[config.mk]
export PLATFORM = sky130hd
export DESIGN_NAME = la_cmd_rx
export DESIGN_NICKNAME = d
export VERILOG_FILES = /design/src/rtl/la_cmd_pkg.sv /design/src/rtl/la_cmd_rx_ctrl.sv /design/src/rtl/la_cmd_rx_dp.sv /design/src/rtl/la_cmd_rx.sv
export SDC_FILE = /design/constraint.sdc
export NUM_CORES = 1
export LEC_CHECK = 0
export ABC_AREA = 1
export BUFFER_PORTS_ARGS = -buffer_cell sky130_fd_sc_hd__buf_2
export CAP_MARGIN = 20
export CELL_PAD_IN_SITES_DETAIL_PLACEMENT = 1
export CELL_PAD_IN_SITES_GLOBAL_PLACEMENT = 2
export CORE_UTILIZATION = 27
export DETAILED_ROUTE_END_ITERATION = 8
export GPL_ROUTABILITY_DRIVEN = 0
export PLACE_DENSITY = 0.72
export SETUP_SLACK_MARGIN = 0.02
export SYNTH_ARGS = -nofsm -noshare
export SYNTH_HDL_FRONTEND = slang
export SYNTH_SLANG_ARGS = --single-unit
export TNS_END_PERCENT = 10
[constraint.sdc]
create_clock -name clk -period 1.2 [get_ports clk]
set_input_delay 0.12 -clock clk [delete_from_list [all_inputs] [get_ports clk]]
set_output_delay 0.12 -clock clk [all_outputs]
set_load 0.01 [all_outputs]
[src/rtl/la_cmd_pkg.sv]
package la_cmd_pkg;

  localparam logic [7:0] OP_RESET = 8'h00;
  localparam logic [7:0] OP_RUN   = 8'h01;
  localparam logic [7:0] OP_IDENT = 8'h02;
  localparam logic [7:0] OP_META  = 8'h04;

  // strobes from the framing control to the datapath
  typedef struct packed {
    logic loadOp;
    logic shiftArg;
    logic fire;
    logic doReset;
    logic doRun;
    logic doMeta;
  } strobe_t;

endpackage

[src/rtl/la_cmd_rx_ctrl.sv]
module la_cmd_rx_ctrl
  import la_cmd_pkg::*;
#(
  parameter int ARG_BYTES = 4,
  parameter int SIG_BYTES = 4,
  localparam int CW = $clog2(ARG_BYTES + 1),
  localparam int IW = (SIG_BYTES > 1) ? $clog2(SIG_BYTES) : 1
) (
  input  logic          clk,
  input  logic          rstN,
  input  logic          rxValid,
  input  logic [7:0]    rxData,
  input  logic          txReady,
  output strobe_t       stb,
  output logic          txBusy,
  output logic [IW-1:0] txIdx
);

  localparam logic [CW-1:0] ARG_LOAD = CW'(ARG_BYTES);
  localparam logic [IW-1:0] IDX_LAST = IW'(SIG_BYTES - 1);

  logic [CW-1:0] argLeft, nextLeft;
  logic          isIdle, identStart, txStep;

  assign isIdle = (argLeft == '0);

  always_comb begin
    stb      = '0;
    nextLeft = argLeft;
    if (rxValid) begin
      if (isIdle) begin
        if (rxData[7]) begin
          stb.loadOp = 1'b1;
          nextLeft   = ARG_LOAD;
        end else begin
          case (rxData)
            OP_RESET: stb.doReset = 1'b1;
            OP_RUN:   stb.doRun   = 1'b1;
            OP_META:  stb.doMeta  = 1'b1;
            default:  ;
          endcase
        end
      end else begin
        stb.shiftArg = 1'b1;
        nextLeft     = argLeft - CW'(1);
        if (argLeft == CW'(1)) stb.fire = 1'b1;
      end
    end
  end

  assign identStart = rxValid && isIdle && (rxData == OP_IDENT) && !txBusy;
  assign txStep     = txBusy && txReady;

  always_ff @(posedge clk or negedge rstN) begin
    if (!rstN) begin
      argLeft <= '0;
      txBusy  <= 1'b0;
      txIdx   <= '0;
    end else begin
      argLeft <= nextLeft;
      if (stb.doReset) begin
        txBusy <= 1'b0;
        txIdx  <= '0;
      end else if (identStart) begin
        txBusy <= 1'b1;
        txIdx  <= '0;
      end else if (txStep) begin
        if (txIdx == IDX_LAST) begin
          txBusy <= 1'b0;
          txIdx  <= '0;
        end else begin
          txIdx <= txIdx + IW'(1);
        end
      end
    end
  end

endmodule

[src/rtl/la_cmd_rx_dp.sv]
module la_cmd_rx_dp
  import la_cmd_pkg::*;
#(
  parameter int ARG_BYTES = 4,
  parameter int SIG_BYTES = 4,
  parameter logic [8*SIG_BYTES-1:0] SIG = 32'h534C_4131,
  localparam int AW = 8 * ARG_BYTES,
  localparam int IW = (SIG_BYTES > 1) ? $clog2(SIG_BYTES) : 1
) (
  input  logic          clk,
  input  logic          rstN,
  input  logic [7:0]    rxData,
  input  strobe_t       stb,
  input  logic [IW-1:0] txIdx,
  output logic          cmdValid,
  output logic [7:0]    cmdOpcode,
  output logic [AW-1:0] cmdArg,
  output logic          softReset,
  output logic          runPulse,
  output logic          metaReq,
  output logic [7:0]    txData
);

  logic [AW-1:0] argNext;

  generate
    if (ARG_BYTES > 1) begin : g_shift
      assign argNext = {rxData, cmdArg[AW-1:8]};
    end else begin : g_single
      assign argNext = rxData;
    end
  endgenerate

  always_ff @(posedge clk or negedge rstN) begin
    if (!rstN) begin
      cmdOpcode <= '0;
      cmdArg    <= '0;
      cmdValid  <= 1'b0;
      softReset <= 1'b0;
      runPulse  <= 1'b0;
      metaReq   <= 1'b0;
    end else begin
      if (stb.loadOp)   cmdOpcode <= rxData;
      if (stb.shiftArg) cmdArg    <= argNext;
      cmdValid  <= stb.fire;
      softReset <= stb.doReset;
      runPulse  <= stb.doRun;
      metaReq   <= stb.doMeta;
    end
  end

  assign txData = SIG[{txIdx, 3'b000} +: 8];

endmodule

[src/rtl/la_cmd_rx.sv]
module la_cmd_rx
  import la_cmd_pkg::*;
#(
  parameter int ARG_BYTES = 4,
  parameter int SIG_BYTES = 4,
  parameter logic [8*SIG_BYTES-1:0] SIG = 32'h534C_4131,
  localparam int AW = 8 * ARG_BYTES,
  localparam int IW = (SIG_BYTES > 1) ? $clog2(SIG_BYTES) : 1
) (
  input  logic          clk,
  input  logic          rstN,
  input  logic          rxValid,
  input  logic [7:0]    rxData,
  input  logic          txReady,
  output logic          txValid,
  output logic [7:0]    txData,
  output logic          cmdValid,
  output logic [7:0]    cmdOpcode,
  output logic [AW-1:0] cmdArg,
  output logic          softReset,
  output logic          runPulse,
  output logic          metaReq
);

  strobe_t       stb;
  logic          txBusy;
  logic [IW-1:0] txIdx;

  la_cmd_rx_ctrl #(.ARG_BYTES(ARG_BYTES), .SIG_BYTES(SIG_BYTES)) u_ctrl (
    .clk(clk), .rstN(rstN), .rxValid(rxValid), .rxData(rxData),
    .txReady(txReady), .stb(stb), .txBusy(txBusy), .txIdx(txIdx)
  );

  la_cmd_rx_dp #(.ARG_BYTES(ARG_BYTES), .SIG_BYTES(SIG_BYTES), .SIG(SIG)) u_dp (
    .clk(clk), .rstN(rstN), .rxData(rxData), .stb(stb), .txIdx(txIdx),
    .cmdValid(cmdValid), .cmdOpcode(cmdOpcode), .cmdArg(cmdArg),
    .softReset(softReset), .runPulse(runPulse), .metaReq(metaReq),
    .txData(txData)
  );

  assign txValid = txBusy;

endmodule

# [After elaboration in Yosys (flattened, before gate mapping)]
# Index checks and enable logic that the tools add are counted.
[op_classes] n_reduce_logical=11 addsub=2 n_shift=1 eq_ne=6 n_mux=20
[ops] operator="32-bit by 6-bit variable part select with 8-bit output, first input constant" count=1
[ops] operator="3-bit 2-to-1 mux" count=4
[ops] operator="1-bit 2-to-1 mux" count=10
[ops] operator="2-bit 2-to-1 mux" count=5
[ops] operator="8-bit by 1-bit == test with 1-bit output, second input constant" count=1
[ops] operator="8-bit by 2-bit == test with 1-bit output, second input constant" count=1
[ops] operator="8-bit by 3-bit == test with 1-bit output, second input constant" count=1
[ops] operator="8-bit logical NOT" count=1
[ops] operator="6-bit 2-to-1 mux" count=1
[ops] operator="3-bit nonzero test" count=2
[ops] operator="1-bit logical AND" count=4
[ops] operator="2-bit AND reduction" count=2
[ops] operator="3-bit by 1-bit == test with 1-bit output, second input constant" count=1
[ops] operator="3-bit logical NOT" count=1
[ops] operator="3-bit by 1-bit subtractor with 3-bit output, second input constant" count=1
[ops] operator="2-bit by 1-bit adder with 2-bit output, second input constant" count=1
[ops] operator="2-bit == test, second input constant" count=1
[ops] operator="2-bit inequality test, second input constant" count=1
[ops] operator="1-bit logical NOT" count=1
[totals] wordCells=49 input_bits=12 out_inout_bits=53 reg_bits=50

# [Logic depth before layout (Yosys ltp)]
[depth] word_depth=7 mapped_depth=8 ltp_nobuf=7

# [By module]
# A second synthesis with hierarchy kept.
[hier_totals] hier_cells=250 hier_area_um2=2230.9
[modules_own_cells] module="la_cmd_rx_dp" area_per_inst_um2=1800.5 cells_each=187 instances=1
[modules_own_cells] module="la_cmd_rx_ctrl" area_per_inst_um2=430.4 cells_each=63 instances=1

# [Worst setup path after synthesis]
# OpenSTA, ideal clock, no wires.
[synth_timing] path_type="register -> register" from="reg u_ctrl.argLeft[0]" to="reg u_dp.cmdOpcode[6]" path_stages_with_launch=8 arrival_ns=1.103 path_buffers=1 slack_ns=-0.024 synth_period_minus_slack_ns=1.224 setup_ns=0.121 path_cell_list="dfrtp_1 > nor2_1 > nand2_1 > inv_2 > nand3_4 > buf_6 > nand2_1 > o21ai_1"
[synth_between] elab_chain_len=3
[synth_rtl] item="from (decl)" line="la_cmd_rx_ctrl.sv:22" source="logic [CW-1:0] argLeft, nextLeft;"
[synth_rtl] item="from (signal assigned)" line="la_cmd_rx_ctrl.sv:60" source="argLeft <= nextLeft;"
[synth_rtl] item="3-bit logical NOT" line="la_cmd_rx_ctrl.sv:25" source="assign isIdle = (argLeft == '0);"
[synth_rtl] item="1-bit 2-to-1 mux" line="la_cmd_rx_ctrl.sv:31" source="if (isIdle) begin"
[synth_rtl] item="6-bit 2-to-1 mux" line="la_cmd_rx_ctrl.sv:30" source="if (rxValid) begin"
[synth_rtl] item="to (signal assigned)" line="la_cmd_rx_dp.sv:43" source="if (stb.loadOp) cmdOpcode <= rxData;"
[synth_rtl] item="to (decl)" line="la_cmd_rx_dp.sv:16" source="output logic [7:0] cmdOpcode,"
# No other way between the ends.
# A chain may end at the register's enable or synchronous reset.

# [Worst setup path after layout]
[layout_timing] from="reg u_ctrl.txIdx[0]" to="out txData[4]"
[layout_between] elab_chain_len=1
[layout_rtl] item="from (decl)" line="la_cmd_rx_ctrl.sv:16" source="output logic [IW-1:0] txIdx"
[layout_rtl] item="from (signal assigned)" line="la_cmd_rx_ctrl.sv:72" source="txIdx <= txIdx + IW'(1);"
[layout_rtl] item="32-bit by 6-bit variable part select with 8-bit output" line="la_cmd_rx_dp.sv:52" source="assign txData = SIG[{txIdx, 3'b000} +: 8];"
[layout_rtl] item="to (decl)" line="la_cmd_rx.sv:16" source="output logic [7:0] txData,"
# No other way between the ends.

==> reports/qor.txt <==
run status: finished, violations left
failing checks: setup timing
CP Cell Sequence: inv_2 > ha_4 > inv_2 > buf_6
CTS Buffer Depth: 2
Critical Path AT: 1.19 ns
clock sinks: 50
DIE AREA: 8355 um2
Final period util: 109.2%
Vias: 1752
first-pass GRT wire length: 8.590 mm
P_sw: 2828 uW
sequential fraction of design power: 39.0%
Tmin final: 1.310 ns
TritonCTS clock tree: done
clk_skew: 0.008118 ns
H-tree depth: 2
GR Overflow Total: 0
vias in the first global route: 1769
sequential area share after synthesis: 57.97%
slowest stage cell, crit path: dfrtp_1
antenna-violating nets left: 0
Inserted Diodes: 0
clock latency on the worst-skew pair: 0.30 ns
highest clock rate: 763.1 MHz
Placed Cells: 402
Synthesis Warnings: 0
CP most frequent cell: inv_2
Rows: 32
Root Driver: clkbuf_8
Synth Area in XOR/XNOR: 0%
mux cell area share after synthesis: 0%
initial antenna violation count: 0
RSZ-0062 raised after global routing: true
core box area: 7727 um2
synth unique cells: 23
combinational family with the most area after synthesis: simple AND/OR/NAND/NOR gates
CP required: 1.08 ns
synthesis-stage register bit count: 50
Top Ports: 65
final hold slack: 0.02277 ns
P per Cell Area: 2374 nW/um2
GRT Resource Usage Total: 12.94%
Cells after Synth: 230
Placed Area: 2728 um2
buffers and inverters on the worst path: 3
Final HPWL DP: 3.724 mm
Synth top area share: 57.97%
synth top area cells: dfrtp_1 (58%), nand2_1 (12%), inv_1 (5.0%)
Die H: 91.41 um
Starting Density: 27.93%
Synth area leader: dfrtp_1
Pwr Total: 7092 uW
Synth Area per Inst: 9.384 um2
Via density: 4.222
Max FO, Critical Path: 4
CP Launch Type: flip-flop
port bufs: 63
total CTS buffers: 5
# Max-Cap Violations: 0
CP Capture Type: output pin
Clock power frac: 14.5%
leakage: 0.001560 uW
filler instances: 907
Syn-to-layout area delta: 38.43%
kind of critical path: flip-flop to output pin
Gate power share: 46.4%
Post-Syn Area: 2158 um2
Post-Synth Adder-Cell Area: 2.899%
setup violators final: 9
layout cells sized above 1: 42.49%
pin count of the biggest net entering global routing: 36
Max IR drop VDD: 1.173 mV
Routed wire per std cell: 12.45 um
post-synthesis compound-gate area fraction: 10.55%
clk slew on worst S/H paths: 0.10 ns
final slew viol count: 0
nets: 329
multi-input logic area: 803.3 um2
reg-to-reg setup timing slack: -0.01 ns
P_int: 4264 uW
Sw Share: 39.88%
final cell count without fillers: 415
total wire length: 5.165 mm
Detailed Routing Iterations Pass 1: 2
storage element area: 1251 um2
Die X: 91.41 um
Largest stage delay, worst path: 0.40 ns
Top Family by Delay on Critical Path: flip-flops
final design area excluding fillers: 2988 um2
Fin. Hold Viols: 0
Post-Synth Simple-Gate Area: 19.13%
Initial DRC Count: 49
final setup margin: -0.1105 ns
Post-Syn Nets: 247
HP Class: input port to flip-flop
DRC Markers: 0
[routing by layer]
metal	track usage [%]	vias to the layer above	wire length, um
met5	0	-	0
met4	3.175	0	19
met3	3.434	2	267
met2	20.99	48	2448
met1	17.12	818	2429
li1	-	884	-
[cells in the mapped netlist, drive strengths merged]
| cell type | n |
|---|---|
| o31ai | 1 |
| ha | 5 |
| nand3 | 7 |
| o21ai | 34 |
| dfrtp | 50 |
| inv | 31 |
| a21oi | 1 |
| conb | 1 |
| nand2 | 71 |
| buf | 9 |
| nor2 | 14 |
| o211ai | 1 |
| nor3 | 1 |
| nand4 | 2 |
| nor4 | 2 |
[cells in the final DEF, fill, tap and decap left out, types with 2 or more instances in the layout]
master / instances
buf_12: 7
buf_2: 59
buf_4: 11
buf_6: 5
clkbuf_8: 5
clkinv_4: 2
dfrtp_1: 50
ha_2: 3
inv_1: 25
inv_2: 4
nand2_1: 58
nand2_2: 13
nand3_1: 6
nand3_4: 2
nand4_1: 2
nor2_1: 11
nor2_2: 2
o21ai_0: 3
o21ai_1: 17
o21ai_2: 14
[metrics by stage]
stage | worst slack [ns] | setup TNS, ns | util [%]
2_1_floorplan | -0.01197 | -0.01197 | -
3_3_place_gp | -0.03109 | -0.2389 | 35.30
3_5_place_dp | -0.08234 | -0.9210 | 35.30
4_1_cts | -0.1076 | -1.435 | 37.89
5_1_grt | -0.1727 | -3.040 | 38.67
6_report | -0.1105 | -0.4820 | 38.67
[flip-flops by register name, summed over array words and instances, names as in the netlist]
name	flops
u_ctrl.txBusy	1
u_ctrl.argLeft	3
u_dp.softReset	1
u_dp.cmdValid	1
u_dp.runPulse	1
u_dp.cmdOpcode	8
u_dp.metaReq	1
u_ctrl.txIdx	2
u_dp.cmdArg	32
[power groups by stage]
| stage | combinational (uW) | sequential, uW | clock [uW] |
|---|---|---|---|
| finish | 3290 | 2770 | 1030 |
| global route | 3660 | 2860 | 1170 |
| CTS | 3210 | 2750 | 1100 |
| detailed placement | 2890 | 2780 | 0 |
| global placement | 2810 | 2780 | 0 |
| floorplan | 1350 | 3010 | 0 |
[worst register-to-register path, cell delays in order, from the launching register on]
cell	delay [ns]
dfrtp_1	0.40
nor2_2	0.14
nand2_2	0.08
inv_4	0.10
nor2_8	0.05
inv_6	0.09
buf_12	0.14
nand2_1	0.07
o21ai_1	0.07
[path summary, 6_finish.rpt]
path / from / end / depth (start not counted)
max reg2reg: u_ctrl.argLeft[0]$_DFFE_PN0P_ / u_dp.cmdArg[12]$_DFFE_PN0P_ / 8
min: rxData[1] / u_dp.runPulse$_DFF_PN0_ / 2
max in group asynchronous: rstN / u_ctrl.txIdx[1]$_DFFE_PN0P_ / 3
min reg2reg: u_dp.cmdArg[4]$_DFFE_PN0P_ / u_dp.cmdArg[4]$_DFFE_PN0P_ / 2
min in group asynchronous: rstN / u_dp.cmdArg[4]$_DFFE_PN0P_ / 3
max: u_ctrl.txIdx[0]$_DFFE_PN0P_ / txData[4] / 4
[final cells by class]
cell class              count  share of cell area, %
flip-flops and latches     50                  41.88
multi-input cells         141                  26.88
repair buffers             83                  19.56
well taps                 102                  4.271
inverters                  31                  4.146
clock buffers               5                  2.303
clock inverters             3                 0.9631
[logic make-up after synthesis]
family                     count (synthesis)
and+or+nand+nor                           97
AOI/OAI and AO/OA                         37
other                                      1
buffers and inverters                     40
adders and majority gates                  5
DFF                                       50
[repair_timing]
action                                 CTS  global route
setup endpoints to repair               54            56
gates cloned                             0             1
endpoints found under the hold margin   50             0
buffers inserted                         3             0
pin swaps                                1             2
hold buffers                             1             0
gates resized for setup                 25            19
Power figures use the tool's default switching activity.
